===== src/rtl/pwm_bitclr_pkg.sv =====
package pwm_bitclr_pkg;
  localparam int unsigned CNT_W_DEF     = 8;
  localparam int unsigned PSC_W_DEF     = 2;
  localparam int unsigned DATA_W_DEF    = 8;
  localparam int unsigned ADDR_W_DEF    = 8;
  localparam int unsigned EN_BIT_DEF    = 7;
  localparam int unsigned ADDR_CTRL_DEF = 0;
  localparam int unsigned ADDR_DUTY_DEF = 1;
endpackage


===== src/rtl/pwm_bitclr_regs.sv =====
module pwm_bitclr_regs #(
  parameter int unsigned ADDR_W    = 8,
  parameter int unsigned DATA_W    = 8,
  parameter int unsigned PSC_W     = 2,
  parameter int unsigned DUTY_W    = 7,
  parameter int unsigned EN_BIT    = 7,
  parameter int unsigned ADDR_CTRL = 0,
  parameter int unsigned ADDR_DUTY = 1
) (
  input  logic              clk,
  input  logic              rst_n,
  input  logic [ADDR_W-1:0] addr,
  input  logic              we,
  input  logic [DATA_W-1:0] wdata,
  output logic              en_q,
  output logic [PSC_W-1:0]  psc_q,
  output logic [DUTY_W-1:0] duty_q,
  output logic              en_d,
  output logic [PSC_W-1:0]  psc_d,
  output logic [DUTY_W-1:0] duty_d,
  output logic [DATA_W-1:0] rdata
);
  localparam logic [ADDR_W-1:0] A_CTRL = ADDR_W'(ADDR_CTRL);
  localparam logic [ADDR_W-1:0] A_DUTY = ADDR_W'(ADDR_DUTY);

  logic ctrl_ce;
  logic duty_ce;

  // write decode and next-state values
  always_comb begin
    ctrl_ce = we && (addr == A_CTRL);
    duty_ce = we && (addr == A_DUTY);
    en_d    = ctrl_ce ? wdata[EN_BIT]      : en_q;
    psc_d   = ctrl_ce ? wdata[PSC_W-1:0]   : psc_q;
    duty_d  = duty_ce ? wdata[DUTY_W-1:0]  : duty_q;
  end

  always_ff @(posedge clk or negedge rst_n) begin
    if (!rst_n) begin
      en_q  <= 1'b0;
      psc_q <= '0;
    end else if (ctrl_ce) begin
      en_q  <= en_d;
      psc_q <= psc_d;
    end
  end

  always_ff @(posedge clk or negedge rst_n) begin
    if (!rst_n) begin
      duty_q <= '0;
    end else if (duty_ce) begin
      duty_q <= duty_d;
    end
  end

  // read mux: unused bits return zero
  always_comb begin
    rdata = '0;
    if (addr == A_CTRL) begin
      rdata[EN_BIT]      = en_q;
      rdata[PSC_W-1:0]   = psc_q;
    end else if (addr == A_DUTY) begin
      rdata[DUTY_W-1:0]  = duty_q;
    end
  end
endmodule


===== src/rtl/pwm_bitclr_timebase.sv =====
module pwm_bitclr_timebase #(
  parameter int unsigned CNT_W = 8,
  parameter int unsigned PSC_W = 2
) (
  input  logic             clk,
  input  logic             rst_n,
  input  logic             tick,
  input  logic             en,
  input  logic [PSC_W-1:0] psc,
  output logic [CNT_W-1:0] cnt_q,
  output logic [CNT_W-1:0] cnt_d
);
  localparam int unsigned NUM_PSC = 1 << PSC_W;

  logic [CNT_W-1:0]   inc;
  logic [NUM_PSC-1:0] clr_hit;
  logic               cnt_ce;

  assign inc = cnt_q + CNT_W'(1);

  // one clear tap per prescaler setting: bit CNT_W-1-g of the increment
  for (genvar g = 0; g < NUM_PSC; g++) begin : g_tap
    assign clr_hit[g] = inc[CNT_W-1-g];
  end

  always_comb begin
    cnt_ce = !en || tick;
    if (!en) begin
      cnt_d = '0;
    end else if (tick) begin
      cnt_d = clr_hit[psc] ? '0 : inc;
    end else begin
      cnt_d = cnt_q;
    end
  end

  always_ff @(posedge clk or negedge rst_n) begin
    if (!rst_n) begin
      cnt_q <= '0;
    end else if (cnt_ce) begin
      cnt_q <= cnt_d;
    end
  end
endmodule


===== src/rtl/pwm_bitclr_compare.sv =====
module pwm_bitclr_compare #(
  parameter int unsigned CNT_W  = 8,
  parameter int unsigned PSC_W  = 2,
  parameter int unsigned DUTY_W = 7
) (
  input  logic              clk,
  input  logic              rst_n,
  input  logic [CNT_W-1:0]  cnt_d,
  input  logic              en_d,
  input  logic [PSC_W-1:0]  psc_d,
  input  logic [DUTY_W-1:0] duty_d,
  output logic              pwm_q
);
  localparam int unsigned NUM_PSC = 1 << PSC_W;

  logic [CNT_W-1:0] masked [NUM_PSC];
  logic [CNT_W-1:0] in_period;
  logic [CNT_W-1:0] duty_ext;
  logic             pwm_d;

  // keep bits [CNT_W-2-g:0] for prescaler g
  for (genvar g = 0; g < NUM_PSC; g++) begin : g_mask
    localparam logic [CNT_W-1:0] MASK = {CNT_W{1'b1}} >> (g + 1);
    assign masked[g] = cnt_d & MASK;
  end

  always_comb begin
    in_period = masked[psc_d];
    duty_ext  = {{(CNT_W-DUTY_W){1'b0}}, duty_d};
    pwm_d     = en_d && (in_period < duty_ext);
  end

  always_ff @(posedge clk or negedge rst_n) begin
    if (!rst_n) begin
      pwm_q <= 1'b0;
    end else begin
      pwm_q <= pwm_d;
    end
  end
endmodule


===== src/rtl/pwm_bitclr_timer.sv =====
module pwm_bitclr_timer
  import pwm_bitclr_pkg::*;
#(
  parameter int unsigned CNT_W     = CNT_W_DEF,
  parameter int unsigned PSC_W     = PSC_W_DEF,
  parameter int unsigned DATA_W    = DATA_W_DEF,
  parameter int unsigned ADDR_W    = ADDR_W_DEF,
  parameter int unsigned EN_BIT    = EN_BIT_DEF,
  parameter int unsigned ADDR_CTRL = ADDR_CTRL_DEF,
  parameter int unsigned ADDR_DUTY = ADDR_DUTY_DEF
) (
  input  logic              clk,
  input  logic              rst_n,
  input  logic              tick,
  input  logic [ADDR_W-1:0] reg_addr,
  input  logic              reg_we,
  input  logic [DATA_W-1:0] reg_wdata,
  output logic [DATA_W-1:0] reg_rdata,
  output logic              pwm_out
);
  localparam int unsigned DUTY_W = CNT_W - 1;

  logic              en_q, en_d;
  logic [PSC_W-1:0]  psc_q, psc_d;
  logic [DUTY_W-1:0] duty_q, duty_d;
  logic [CNT_W-1:0]  cnt_q, cnt_d;

  pwm_bitclr_regs #(
    .ADDR_W(ADDR_W), .DATA_W(DATA_W), .PSC_W(PSC_W), .DUTY_W(DUTY_W),
    .EN_BIT(EN_BIT), .ADDR_CTRL(ADDR_CTRL), .ADDR_DUTY(ADDR_DUTY)
  ) u_regs (
    .clk(clk), .rst_n(rst_n), .addr(reg_addr), .we(reg_we), .wdata(reg_wdata),
    .en_q(en_q), .psc_q(psc_q), .duty_q(duty_q),
    .en_d(en_d), .psc_d(psc_d), .duty_d(duty_d),
    .rdata(reg_rdata)
  );

  pwm_bitclr_timebase #(.CNT_W(CNT_W), .PSC_W(PSC_W)) u_timebase (
    .clk(clk), .rst_n(rst_n), .tick(tick), .en(en_q), .psc(psc_q),
    .cnt_q(cnt_q), .cnt_d(cnt_d)
  );

  pwm_bitclr_compare #(.CNT_W(CNT_W), .PSC_W(PSC_W), .DUTY_W(DUTY_W)) u_compare (
    .clk(clk), .rst_n(rst_n), .cnt_d(cnt_d), .en_d(en_d), .psc_d(psc_d),
    .duty_d(duty_d), .pwm_q(pwm_out)
  );
endmodule


===== config.mk =====
export PLATFORM = sky130hd
export DESIGN_NAME = pwm_bitclr_timer
export DESIGN_NICKNAME = d
export VERILOG_FILES = /design/src/rtl/pwm_bitclr_pkg.sv /design/src/rtl/pwm_bitclr_regs.sv /design/src/rtl/pwm_bitclr_timebase.sv /design/src/rtl/pwm_bitclr_compare.sv /design/src/rtl/pwm_bitclr_timer.sv
export SDC_FILE = /design/constraint.sdc
export NUM_CORES = 1
export LEC_CHECK = 0
export BUFFER_PORTS_ARGS = -buffer_cell sky130_fd_sc_hd__clkbuf_2
export CAP_MARGIN = 20
export CORE_ASPECT_RATIO = 1.25
export CORE_MARGIN = 2
export CORE_UTILIZATION = 46
export CTS_CLUSTER_DIAMETER = 30
export CTS_CLUSTER_SIZE = 10
export DETAILED_ROUTE_END_ITERATION = 7
export PLACE_DENSITY = 0.81
export REMOVE_ABC_BUFFERS = 1
export SLEW_MARGIN = 20
export SYNTH_ARGS = -nofsm -noshare
export SYNTH_HDL_FRONTEND = slang
export SYNTH_SLANG_ARGS = --single-unit

===== constraint.sdc =====
create_clock -name clk -period 3.31 [get_ports clk]
set_clock_uncertainty 0.05 [all_clocks]
set_input_delay 0.1655 -clock clk [delete_from_list [all_inputs] [get_ports clk]]
set_output_delay 0.1655 -clock clk [all_outputs]
set_load 0.05 [all_outputs]

==> summary.md, run 1 <==
| Metric | Value |
|---|---|
| Maximum Capacitance Violations | `0` |
| Grt ovf | `0` |
| Endpoints failing setup | `0` |
| Largest net degree at the start of global routing | `20` |
| Crit. End Element | `flop` |
| WP data required | `between 3 and 4 ns` |
| Post-Synth Adder-Cell Area | `under 10%` |
| Maximum clock insertion buffer count | `2` |
| Grt met2 use | `roughly 33%` |
| CTS tree | `yes` |
| Number of flops mapped to enable cells by yosys | `0` |
| Int Pwr | `around 0.31 mW` |
| Worst Reg-to-Reg Cells | `12` |
| Most Crowded Layer GR | `met2` |
| Comb pwr share | `approximately an eighth` |
| Post-Synthesis Cells | `between 100 and 150` |
| Row count | `21` |
| Postcts setup bufs | `0` |
| First DRT Iteration DRCs | `between 50 and 60` |
| Clock sink count | `19` |
| Post-synth top area cell | `dfrtp_1` |
| PortBufs | `28` |
| Sequential-to-total area share from yosys stat | `between 30% and 40%` |
| Crit path to | `u_compare.pwm_q` |
| P_leak | `just under 0.7 nW` |
| Placed cell count | `about 190` |
| Register share of total power | `around three fifths` |
| Peak supply drop | `about 230 uV` |
| Arr. time, crit path | `~3 ns` |
| Post-Syn Area | `0.00128 sq mm` |
| Post-synthesis mux area share | `11.1%` |
| Outcome | `finished clean` |
| RSZ-0062 raised after global routing | `no` |
| GR met1 Demand/Resource | `23.9%` |
| Main synth FF type | `dfrtp_1` |
| Slew HR | `68.1%` |
| Area growth syn-to-layout | `14.4%` |
| Filler instances | `260` |
| Vias in the first global route | `~1100` |
| Final nets | `~190` |
| # diodes | `0` |
| Die W | `51.3 microns` |
| Final HPWL DP | `between 2000 and 2500 microns` |
| CP startpoint | `u_timebase.cnt_q[0]` |
| Largest family of logic cells by synthesized area | `simple AND/OR/NAND/NOR gates` |
| Met3 global-route usage | `1.42%` |
| Reg clk slew, reported paths | `0.11 ns` |
| Antenna violations before repair | `0` |
| Crit Path Max Fanout | `11` |
| Die footprint | `~0.0032 sq mm` |
| Commonest non-fill, non-tap cell in the layout | `clkbuf_2` |
| Synth Area in Simple Gates | `24.2%` |
| Syn avg cell area | `approximately 10 sq um` |
| Final hold violations | `0` |
| Switching Share | `~26%` |
| P_sw | `about 0.11 mW` |
| Worst reg2reg startpoint | `u_timebase.cnt_q[0]` |
| Max Clock Freq | `about 360 MHz` |
| H-tree levels | `1` |
| Period utilisation layout | `~85%` |
| Compound-Gate Fraction of Synth Area | `about 12%` |
| Slew Limit Fails | `0` |
| R2R setup slack | `roughly 0.51 ns` |
| Yosys warns | `0` |
| #FFs+latches synth | `19` |
| WL/cell | `between 10 and 15 microns` |
| IO Count | `29` |
| Tightest Pin Transition | `between 0.4 and 0.5 ns` |
| Vias per cell | `around 5.7` |
| Yosys top cell area share | `a little under two fifths` |
| Die height | `between 60 and 70 microns` |
| Most frequent cells in the layout | `clkbuf_2, dfrtp_1, mux2_2, nor2_1, inv_1` |
| Min-Delay Path Class | `in2reg` |
| DRC violations left | `0` |
| Pre-antenna DRT Iters | `4` |
| Core Box Area | `~0.0027 sq mm` |
| First-pass GRT wire length | `approximately 4800 microns` |
| Root Driver | `clkbuf_4` |
| Worst-Skew Late Latency | `~0.31 ns` |
| Share of cells above drive strength 1 | `31.9%` |
| Startpoint types | `flop` |
| Via count | `approximately 1100` |
| Final worst path period need | `2.80 ns` |
| GRT Overall Usage | `around 19%` |
| Antenna Nets Post-Route | `0` |
| Placer Congestion | `slightly above 0.8` |
| Top cells by area, synth | `dfrtp_1, mux2_2, ha_1, xor2_1, nor2_1` |
| Share of synthesized registers carrying an async set or reset | `100%` |
| RR Endpoint | `u_compare.pwm_q` |
| Pwr/cell area | `~280 mW/mm^2` |
| Setup_tns | `0 ns` |
| Clock power frac | `28.7%` |
| Synth unique cells | `38` |
| CP Class | `reg2reg` |
| Post-Route WL | `2710 microns` |
| Total CTS buffers | `3` |
| Fin cells | `194` |
| Post-Synth XOR/XNOR Area | `approximately 3.4%` |
| Starting Density | `a little under half` |
-- cell type report --
type / instances / area, sq um / area share, %
multi-input cells: 98 / 733 / 49.9
flip-flops and latches: 19 / 475 / 32.4
repair buffers: 30 / 158 / 10.7
well taps: 34 / 42.5 / 2.90
inverters: 9 / 33.8 / 2.30
clock buffers: 4 / 26.3 / 1.79
-- flip-flops by register name (all words and copies together), names as in the netlist --
register,count
u_timebase.cnt_q,8
u_regs.duty_q,7
u_regs.psc_q,2
u_compare.pwm_q,1
u_regs.en_q,1
-- power by group through the flow --
stage          combinational (mW)  sequential, mW  clock (mW)
2_1_floorplan              0.0259           0.248           0
3_3_place_gp               0.0505           0.249           0
3_5_place_dp               0.0528           0.249           0
4_1_cts                    0.0539           0.245       0.122
5_1_grt                    0.0608           0.246       0.135
6_report                   0.0530           0.245       0.120
-- cell usage after synthesis, types with 3 or more instances --
master	n
a21oi_1	4
and3_1	5
dfrtp_1	19
ha_1	7
inv_1	9
mux2_2	10
mux2i_1	3
nand2_1	8
nand3_1	6
nor2_1	10
nor3_1	5
o21ai_0	7
xor2_1	5
-- critical path, stage by stage, from the launching register on --
cell	delay, ns
dfrtp_1	0.41
ha_1	0.21
nand3_1	0.13
o21a_1	0.21
nor4b_1	0.45
o41ai_2	0.13
buf_4	0.19
nor3_4	0.17
ha_1	0.26
a21o_1	0.16
a21oi_1	0.13
o211ai_1	0.09
a21oi_1	0.13
-- logic make-up (layout without fill, tap and decap cells) --
family / count (synthesis) / in the layout
AND/OR/NAND/NOR: 53 / 53
AO/OA/AOI/OAI: 20 / 20
flip-flops: 19 / 19
buffers and inverters: 15 / 43
multiplexers: 13 / 13
adder cells (fa/ha/maj): 7 / 7
XOR/XNOR: 5 / 5
-- per-layer routing --
layer | vias up | share of wire [%]
met1 | 550 | 40
met2 | 27 | 55
met4 | 0 | 1.6
met5 | - | 0
li1 | 533 | -
met3 | 4 | 3.4
-- per-stage QoR --
step / setup WS, ns / total power, mW / hold WS (ns) / util [%] / instance area (sq um)
final: 0.513 / 0.418 / 0.0542 / 54.8 / 1470
after global routing: 0.275 / 0.442 / 0.0570 / 54.8 / 1470
after CTS: 0.519 / 0.421 / 0.0485 / 54.8 / 1470
after detailed placement: 0.557 / 0.302 / 0.0963 / 53.5 / 1430
after global placement: 0.710 / 0.299 / 0.0854 / 53.5 / 1430
after floorplan: 0.506 / 0.274 / -0.180 / - / 1240
-- repair_timing --
| action | 4_1_cts | 5_1_grt |
|---|---|---|
| hold buffers | 1 | 0 |
| endpoints found under the hold margin | 19 | 0 |
| gates resized for setup | 0 | 0 |
-- how the worst min path moves through the flow --
stage                             endpoint  slack [ns]          from  depth (start not counted)
after floorplan            u_compare.pwm_q       -0.18         rst_n                          0
after global placement    u_regs.duty_q[2]        0.09         rst_n                          1
after detailed placement  u_regs.duty_q[2]         0.1         rst_n                          1
after CTS                      u_regs.en_q        0.05  reg_wdata[7]                          3
after global routing      u_regs.duty_q[5]        0.06  reg_wdata[5]                          2
final                          u_regs.en_q        0.05  reg_wdata[7]                          3
(Power assumes the default switching activity.)
==> run 2: changes to the inputs <==
- ABC_AREA: default -> 1
- clock period: 3.31 -> 2.7 ns (I/O delays scaled with it)
==> summary.md, run 2 <==
| Metric | Value |
|---|---|
| Yosys top cell area share | `37.7% (was 37.0%)` |
| Final nets | `229 (was 188)` |
| Yosys warns | `0 (unchanged)` |
| Synth Area in Simple Gates | `29.1% (was 24.2%)` |
| Endpoints failing setup | `0 (unchanged)` |
| Postcts setup bufs | `0 (unchanged)` |
| Number of flops mapped to enable cells by yosys | `0 (unchanged)` |
| Top Registers | `u_timebase.cnt_q: 8 flops, u_regs.duty_q: 7 flops, u_regs.psc_q: 2 flops (unchanged)` |
| DRC violations left | `0 (unchanged)` |
| Hold Path Stages | `3 (unchanged)` |
| Maximum clock insertion buffer count | `2 (unchanged)` |
| Crit Path Max Fanout | `6 (was 11)` |
| Crit. End Element | `flop (unchanged)` |
| Top cells by area, synth | `dfrtp_1, nand2_1, inv_1, ha_1, nor2_1 (was dfrtp_1, mux2_2, ha_1, xor2_1, nor2_1)` |
| Vias per cell | `4.91 (was 5.74)` |
| Post-Syn Area | `0.00126 sq mm (was 0.00128 sq mm)` |
| Via count | `1154 (was 1114)` |
| Hold_sp | `reg_wdata[7] (unchanged)` |
| Root Driver | `clkbuf_4 (unchanged)` |
| Post-Route WL | `2830 microns (was 2710 microns)` |
| Arr. time, crit path | `2.65 ns (was 2.98 ns)` |
| Core Box Area | `0.00265 sq mm (was 0.00268 sq mm)` |
| Post-synthesis mux area share | `0% (was 11.1%)` |
| Reg clk slew, reported paths | `0.11 ns (about the same)` |
| P_leak | `0.796 nW (was 0.682 nW)` |
| Sequential-to-total area share from yosys stat | `37.7% (was 37.0%)` |
| WP data required | `2.88 ns (was 3.49 ns)` |
| #FFs+latches synth | `19 (unchanged)` |
| Post-synth top area cell | `dfrtp_1 (unchanged)` |
| Final hold violations | `0 (unchanged)` |
| Hold endpoint | `u_regs.en_q (unchanged)` |
| Die height | `62.6 microns (was 63.1 microns)` |
| Post-Synth XOR/XNOR Area | `0.694% (was 3.41%)` |
| Largest net degree at the start of global routing | `20 (unchanged)` |
| Tightest Pin Transition | `0.470 ns (was 0.472 ns)` |
| CTS tree | `yes (unchanged)` |
| Syn avg cell area | `7.43 sq um (was 9.73 sq um)` |
| Startpoint types | `flop (unchanged)` |
| Compound-Gate Fraction of Synth Area | `14.7% (was 11.6%)` |
| Most frequent cells in the layout | `nand2_1, inv_1, clkbuf_2, dfrtp_1, nor2_1 (was clkbuf_2, dfrtp_1, mux2_2, nor2_1, inv_1)` |
| Row count | `21 (unchanged)` |
| Grt ovf | `0 (unchanged)` |
| Outcome | `finished clean (unchanged)` |
| GRT Overall Usage | `20.8% (was 19.4%)` |
| Die footprint | `0.00318 sq mm (was 0.00323 sq mm)` |
| WL/cell | `12.0 microns (was 14.0 microns)` |
| Pwr/cell area | `543 mW/mm^2 (was 284 mW/mm^2)` |
| Commonest non-fill, non-tap cell in the layout | `nand2_1 (was clkbuf_2)` |
| Worst-Skew Late Latency | `0.30 ns (was 0.31 ns)` |
| IO Count | `29 (unchanged)` |
| First DRT Iteration DRCs | `23 (was 59)` |
| RR Endpoint | `u_compare.pwm_q (unchanged)` |
| Slew Limit Fails | `0 (unchanged)` |
| Min-Delay Path Class | `in2reg (unchanged)` |
| Antenna Nets Post-Route | `0 (unchanged)` |
| Die W | `50.9 microns (was 51.3 microns)` |
| CP Class | `reg2reg (unchanged)` |
| Slew HR | `68.6% (was 68.1%)` |
| R2R setup slack | `0.23 ns (was 0.51 ns)` |
| Post-Synth Adder-Cell Area | `6.94% (was 6.82%)` |
| Count leader, synth | `nand2_1 (was dfrtp_1)` |
| Pre-antenna DRT Iters | `4 (unchanged)` |
| Vias in the first global route | `1184 (was 1084)` |
| Share of cells above drive strength 1 | `21.9% (was 31.9%)` |
| Period utilisation layout | `91.3% (was 84.5%)` |
| Maximum Capacitance Violations | `0 (unchanged)` |
| PortBufs | `28 (unchanged)` |
| First-pass GRT wire length | `5050 microns (was 4840 microns)` |
| Post-Synthesis Cells | `170 (was 132)` |
| Antenna violations before repair | `0 (unchanged)` |
| Max FFs per register | `8 (unchanged)` |
| Core Util, Final | `55.4% (was 54.8%)` |
| Worst Reg-to-Reg Cells | `16 (was 12)` |
| Share of synthesized registers carrying an async set or reset | `100% (unchanged)` |
| Peak supply drop | `359 uV (was 229 uV)` |
| Main synth FF type | `dfrtp_1 (unchanged)` |
| Clock sink count | `19 (unchanged)` |
| Setup_tns | `0 ns (unchanged)` |
| Synth top cells by count | `nand2_1, inv_1, dfrtp_1, nor2_1 (was dfrtp_1, mux2_2, nor2_1, inv_1, nand2_1)` |
| Placer Congestion | `0.904 (was 0.829)` |
| Area growth syn-to-layout | `16.5% (was 14.4%)` |
| Final HPWL DP | `2350 microns (was 2160 microns)` |
| Max Clock Freq | `405 MHz (was 358 MHz)` |
| Top reg by flops | `u_timebase.cnt_q (unchanged)` |
| Final worst path period need | `2.47 ns (was 2.80 ns)` |
| RSZ-0062 raised after global routing | `no (unchanged)` |
| H-tree levels | `1 (unchanged)` |
| Largest family of logic cells by synthesized area | `simple AND/OR/NAND/NOR gates (unchanged)` |
| Total CTS buffers | `3 (unchanged)` |
| Starting Density | `47.6% (was 47.9%)` |
| Worst reg2reg startpoint | `u_timebase.cnt_q[0] (unchanged)` |
| Synth unique cells | `28 (was 38)` |
| # diodes | `0 (unchanged)` |
-- run 2: layer usage --
layer | part of all wire (%) | vias to the layer above | GRT usage, %
li1 | - | 606 | -
met1 | 43 | 527 | 25.8
met2 | 53 | 17 | 35.9
met3 | 1.5 | 4 | 2.15
met4 | 1.7 | 0 | 9.46
met5 | 0 | - | 0
-- run 2: through the flow --
stage	instance area [sq um]	cells	setup slack (ns)	total power, mW	hold slack, ns
2_1_floorplan	1250	168	0.516	0.575	-0.211
3_3_place_gp	1430	230	0.326	0.646	0.0649
3_5_place_dp	1430	230	0.258	0.653	0.0620
4_1_cts	1470	235	0.227	0.799	0.0538
5_1_grt	1470	235	0.00169	0.857	0.0528
6_report	1470	235	0.234	0.798	0.0594
-- run 2: worst max-delay path by stage --
| stage | from | to | slack [ns] |
|---|---|---|---|
| floorplan | u_timebase.cnt_q[0] | u_compare.pwm_q | 0.52 |
| CTS | u_timebase.cnt_q[0] | u_compare.pwm_q | 0.23 |
| global placement | u_timebase.cnt_q[0] | u_compare.pwm_q | 0.33 |
| global route | u_timebase.cnt_q[0] | u_compare.pwm_q | 0.002 |
| detailed placement | u_timebase.cnt_q[0] | u_compare.pwm_q | 0.26 |
| finish | u_timebase.cnt_q[0] | u_compare.pwm_q | 0.23 |
-- run 2: critical path, cell delays in order, from the launching register on --
cell	delay [ns]
dfrtp_1	0.44
ha_1	0.25
nand3_1	0.12
nand2_1	0.06
nand2_1	0.11
a21oi_1	0.08
nand2_1	0.12
nand4_4	0.14
inv_4	0.11
nand2_1	0.06
a21oi_1	0.16
ha_1	0.27
a21oi_1	0.13
nor2_1	0.05
nor2_1	0.08
nand2_1	0.07
a21oi_2	0.10
-- run 2: layout make-up --
type                       instances  area, sq um
fill                             268         1180
multi-input combinational        116          649
sequential                        19          475
timing repair buffer              29          150
inverter                          33          126
tap                               34         42.5
clock buffer                       4         26.3
-- run 2: power breakdown --
| group | switching (mW) | internal (mW) |
|---|---|---|
| Clock | 0.0881 | 0.0575 |
| Sequential | 0.0531 | 0.329 |
| Combinational | 0.158 | 0.112 |
-- run 2: cells by family after synthesis --
family | count (synthesis)
adders and majority gates | 7
xor gates and xnor gates | 1
AOI/OAI and AO/OA | 29
DFF | 19
and+or+nand+nor | 79
buffers and inverters | 35
-- run 2: repair_timing --
action	4_1_cts	5_1_grt
gates resized for setup	0	0
hold buffers	1	0
setup endpoints to repair	0	0
hold endpoints to repair	19	0
==> run 3: changes to the inputs <==
- CORE_UTILIZATION: 46 -> 40
- PLACE_DENSITY: 0.81 -> 0.73
- TNS_END_PERCENT: default -> 100
==> summary.md, run 3 (synthesis gave the netlist of run 2 again) <==
| Metric | Value |
|---|---|
| Outcome | `finished clean (unchanged)` |
| Hold endpoint | `u_regs.en_q (unchanged)` |
| Starting Density | `42.5% (was 47.6%)` |
| Pre-antenna DRT Iters | `4 (unchanged)` |
| WP data required | `2.89 ns (was 2.88 ns)` |
| IO Count | `29 (unchanged)` |
| Die footprint | `0.00362 sq mm (was 0.00318 sq mm)` |
| Die W | `54.3 microns (was 50.9 microns)` |
| Crit. End Element | `flop (unchanged)` |
| Filler instances | `290 (was 268)` |
| R2R setup slack | `0.22 ns (was 0.23 ns)` |
| Crit Path Max Fanout | `6 (unchanged)` |
| Slew Limit Fails | `0 (unchanged)` |
| Setup_tns | `0 ns (unchanged)` |
| Maximum Capacitance Violations | `0 (unchanged)` |
| Fin cells | `238 (was 235)` |
| CP Class | `reg2reg (unchanged)` |
| Vias in the first global route | `1127 (was 1184)` |
| Worst reg2reg startpoint | `u_timebase.cnt_q[0] (unchanged)` |
| Arr. time, crit path | `2.66 ns (was 2.65 ns)` |
| Worst-Skew Late Latency | `0.29 ns (was 0.30 ns)` |
| Row count | `22 (was 21)` |
| Max FFs per register | `8 (unchanged)` |
| # resized after CTS | `0 (unchanged)` |
| Tightest Pin Transition | `0.472 ns (was 0.470 ns)` |
| Hold_sp | `reg_wdata[7] (unchanged)` |
| Vias per cell | `4.91 (about the same)` |
| Pwr/cell area | `539 mW/mm^2 (was 543 mW/mm^2)` |
| H-tree levels | `1 (unchanged)` |
| First DRT Iteration DRCs | `19 (was 23)` |
| Min-Delay Path Class | `in2reg (unchanged)` |
| Share of cells above drive strength 1 | `22.8% (was 21.9%)` |
| WL/cell | `11.7 microns (was 12.0 microns)` |
| Slew HR | `68.6% (about the same)` |
| RR Endpoint | `u_compare.pwm_q (unchanged)` |
| Die height | `66.8 microns (was 62.6 microns)` |
| Antenna violations before repair | `0 (unchanged)` |
| Most frequent cells in the layout | `nand2_1, inv_1, clkbuf_2, dfrtp_1, nor2_1 (unchanged)` |
| Final nets | `230 (was 229)` |
| Clock sink count | `19 (unchanged)` |
| Antenna Nets Post-Route | `0 (unchanged)` |
| P_leak | `0.804 nW (was 0.796 nW)` |
| Commonest non-fill, non-tap cell in the layout | `nand2_1 (unchanged)` |
| Top reg by flops | `u_timebase.cnt_q (unchanged)` |
| CTS tree | `yes (unchanged)` |
| Endpoints failing setup | `0 (unchanged)` |
| Grt ovf | `0 (unchanged)` |
| Hold Path Stages | `3 (unchanged)` |
| Period utilisation layout | `91.7% (was 91.3%)` |
| RSZ-0062 raised after global routing | `no (unchanged)` |
| Top Registers | `u_timebase.cnt_q: 8 flops, u_regs.duty_q: 7 flops, u_regs.psc_q: 2 flops (unchanged)` |
| Final hold violations | `0 (unchanged)` |
| Post-Route WL | `2780 microns (was 2830 microns)` |
| Max Clock Freq | `404 MHz (was 405 MHz)` |
| Reg clk slew, reported paths | `0.11 ns (about the same)` |
| # diodes | `0 (unchanged)` |
| Via count | `1168 (was 1154)` |
| PortBufs | `28 (unchanged)` |
| Total CTS buffers | `3 (unchanged)` |
| Maximum clock insertion buffer count | `2 (unchanged)` |
| Post-DP Area | `0.00144 sq mm (was 0.00143 sq mm)` |
| Core Util, Final | `49.8% (was 55.4%)` |
| DRC violations left | `0 (unchanged)` |
| Placed cell count | `232 (was 230)` |
| Startpoint types | `flop (unchanged)` |
| Final HPWL DP | `2350 microns (about the same)` |
| Fin area | `0.00148 sq mm (was 0.00147 sq mm)` |
| First-pass GRT wire length | `4880 microns (was 5050 microns)` |
| Peak supply drop | `292 uV (was 359 uV)` |
| Largest net degree at the start of global routing | `20 (unchanged)` |
| GRT Overall Usage | `18.2% (was 20.8%)` |
| Area growth syn-to-layout | `17.3% (was 16.5%)` |
| Worst Reg-to-Reg Cells | `16 (unchanged)` |
| Placer Congestion | `0.834 (was 0.904)` |
| Core Box Area | `0.00297 sq mm (was 0.00265 sq mm)` |
| Root Driver | `clkbuf_4 (unchanged)` |
| Final worst path period need | `2.48 ns (was 2.47 ns)` |
run 3: where the power goes:
part           leakage (nW)  switching [mW]  internal (mW)
Combinational         0.573           0.161          0.117
Clock                0.0177          0.0871         0.0552
Sequential            0.214          0.0486          0.329
run 3: what timing repair did:
item,CTS,global route
setup buffers,0,1
hold endpoints to repair,19,0
hold buffers,1,0
endpoints found under the setup margin,0,1
run 3: final cells by class:
| class | instances | area [sq um] | share of cell area (%) |
|---|---|---|---|
| timing repair buffer | 30 | 158 | 10.6 |
| tap | 36 | 45.0 | 3.04 |
| multi-input combinational | 116 | 649 | 43.8 |
| clock buffer | 3 | 22.5 | 1.52 |
| sequential | 19 | 475 | 32.1 |
| clock inverter | 1 | 5.00 | 0.338 |
| inverter | 33 | 126 | 8.53 |
run 3: worst max-delay path by stage:
stage | slack [ns] | end | depth (start not counted) | from
2_1_floorplan | 0.52 | u_compare.pwm_q | 16 | u_timebase.cnt_q[0]
3_3_place_gp | 0.34 | u_compare.pwm_q | 16 | u_timebase.cnt_q[0]
3_5_place_dp | 0.22 | u_compare.pwm_q | 16 | u_timebase.cnt_q[0]
4_1_cts | 0.19 | u_compare.pwm_q | 16 | u_timebase.cnt_q[0]
5_1_grt | 0.004 | u_compare.pwm_q | 16 | u_timebase.cnt_q[0]
6_report | 0.22 | u_compare.pwm_q | 16 | u_timebase.cnt_q[0]
run 3: through the flow:
step / power [mW] / setup WS [ns] / hold WS [ns]
final: 0.798 / 0.224 / 0.0518
after global routing: 0.860 / 0.00374 / 0.0714
after CTS: 0.797 / 0.192 / 0.0458
after detailed placement: 0.655 / 0.220 / 0.0600
after global placement: 0.650 / 0.340 / 0.0645
after floorplan: 0.575 / 0.516 / -0.211
run 3: metal layers:
layer | vias up | GRT usage [%] | share of wire (%)
met1 | 523 | 23.0 | 43
li1 | 609 | - | -
met2 | 27 | 31.2 | 51
met4 | 0 | 6.56 | 2.0
met5 | - | 0 | 0
met3 | 9 | 2.02 | 3.9
run 3: worst max-delay path, stage by stage, from the launching register on:
cell	delay, ns
dfrtp_1	0.42
ha_1	0.25
nand3_1	0.12
nand2_1	0.06
nand2_1	0.10
a21oi_1	0.07
nand2_1	0.12
nand4_4	0.14
inv_4	0.11
nand2_1	0.07
a21oi_1	0.17
ha_1	0.28
a21oi_1	0.15
nor2_1	0.05
nor2_1	0.08
nand2_1	0.07
a21oi_2	0.10
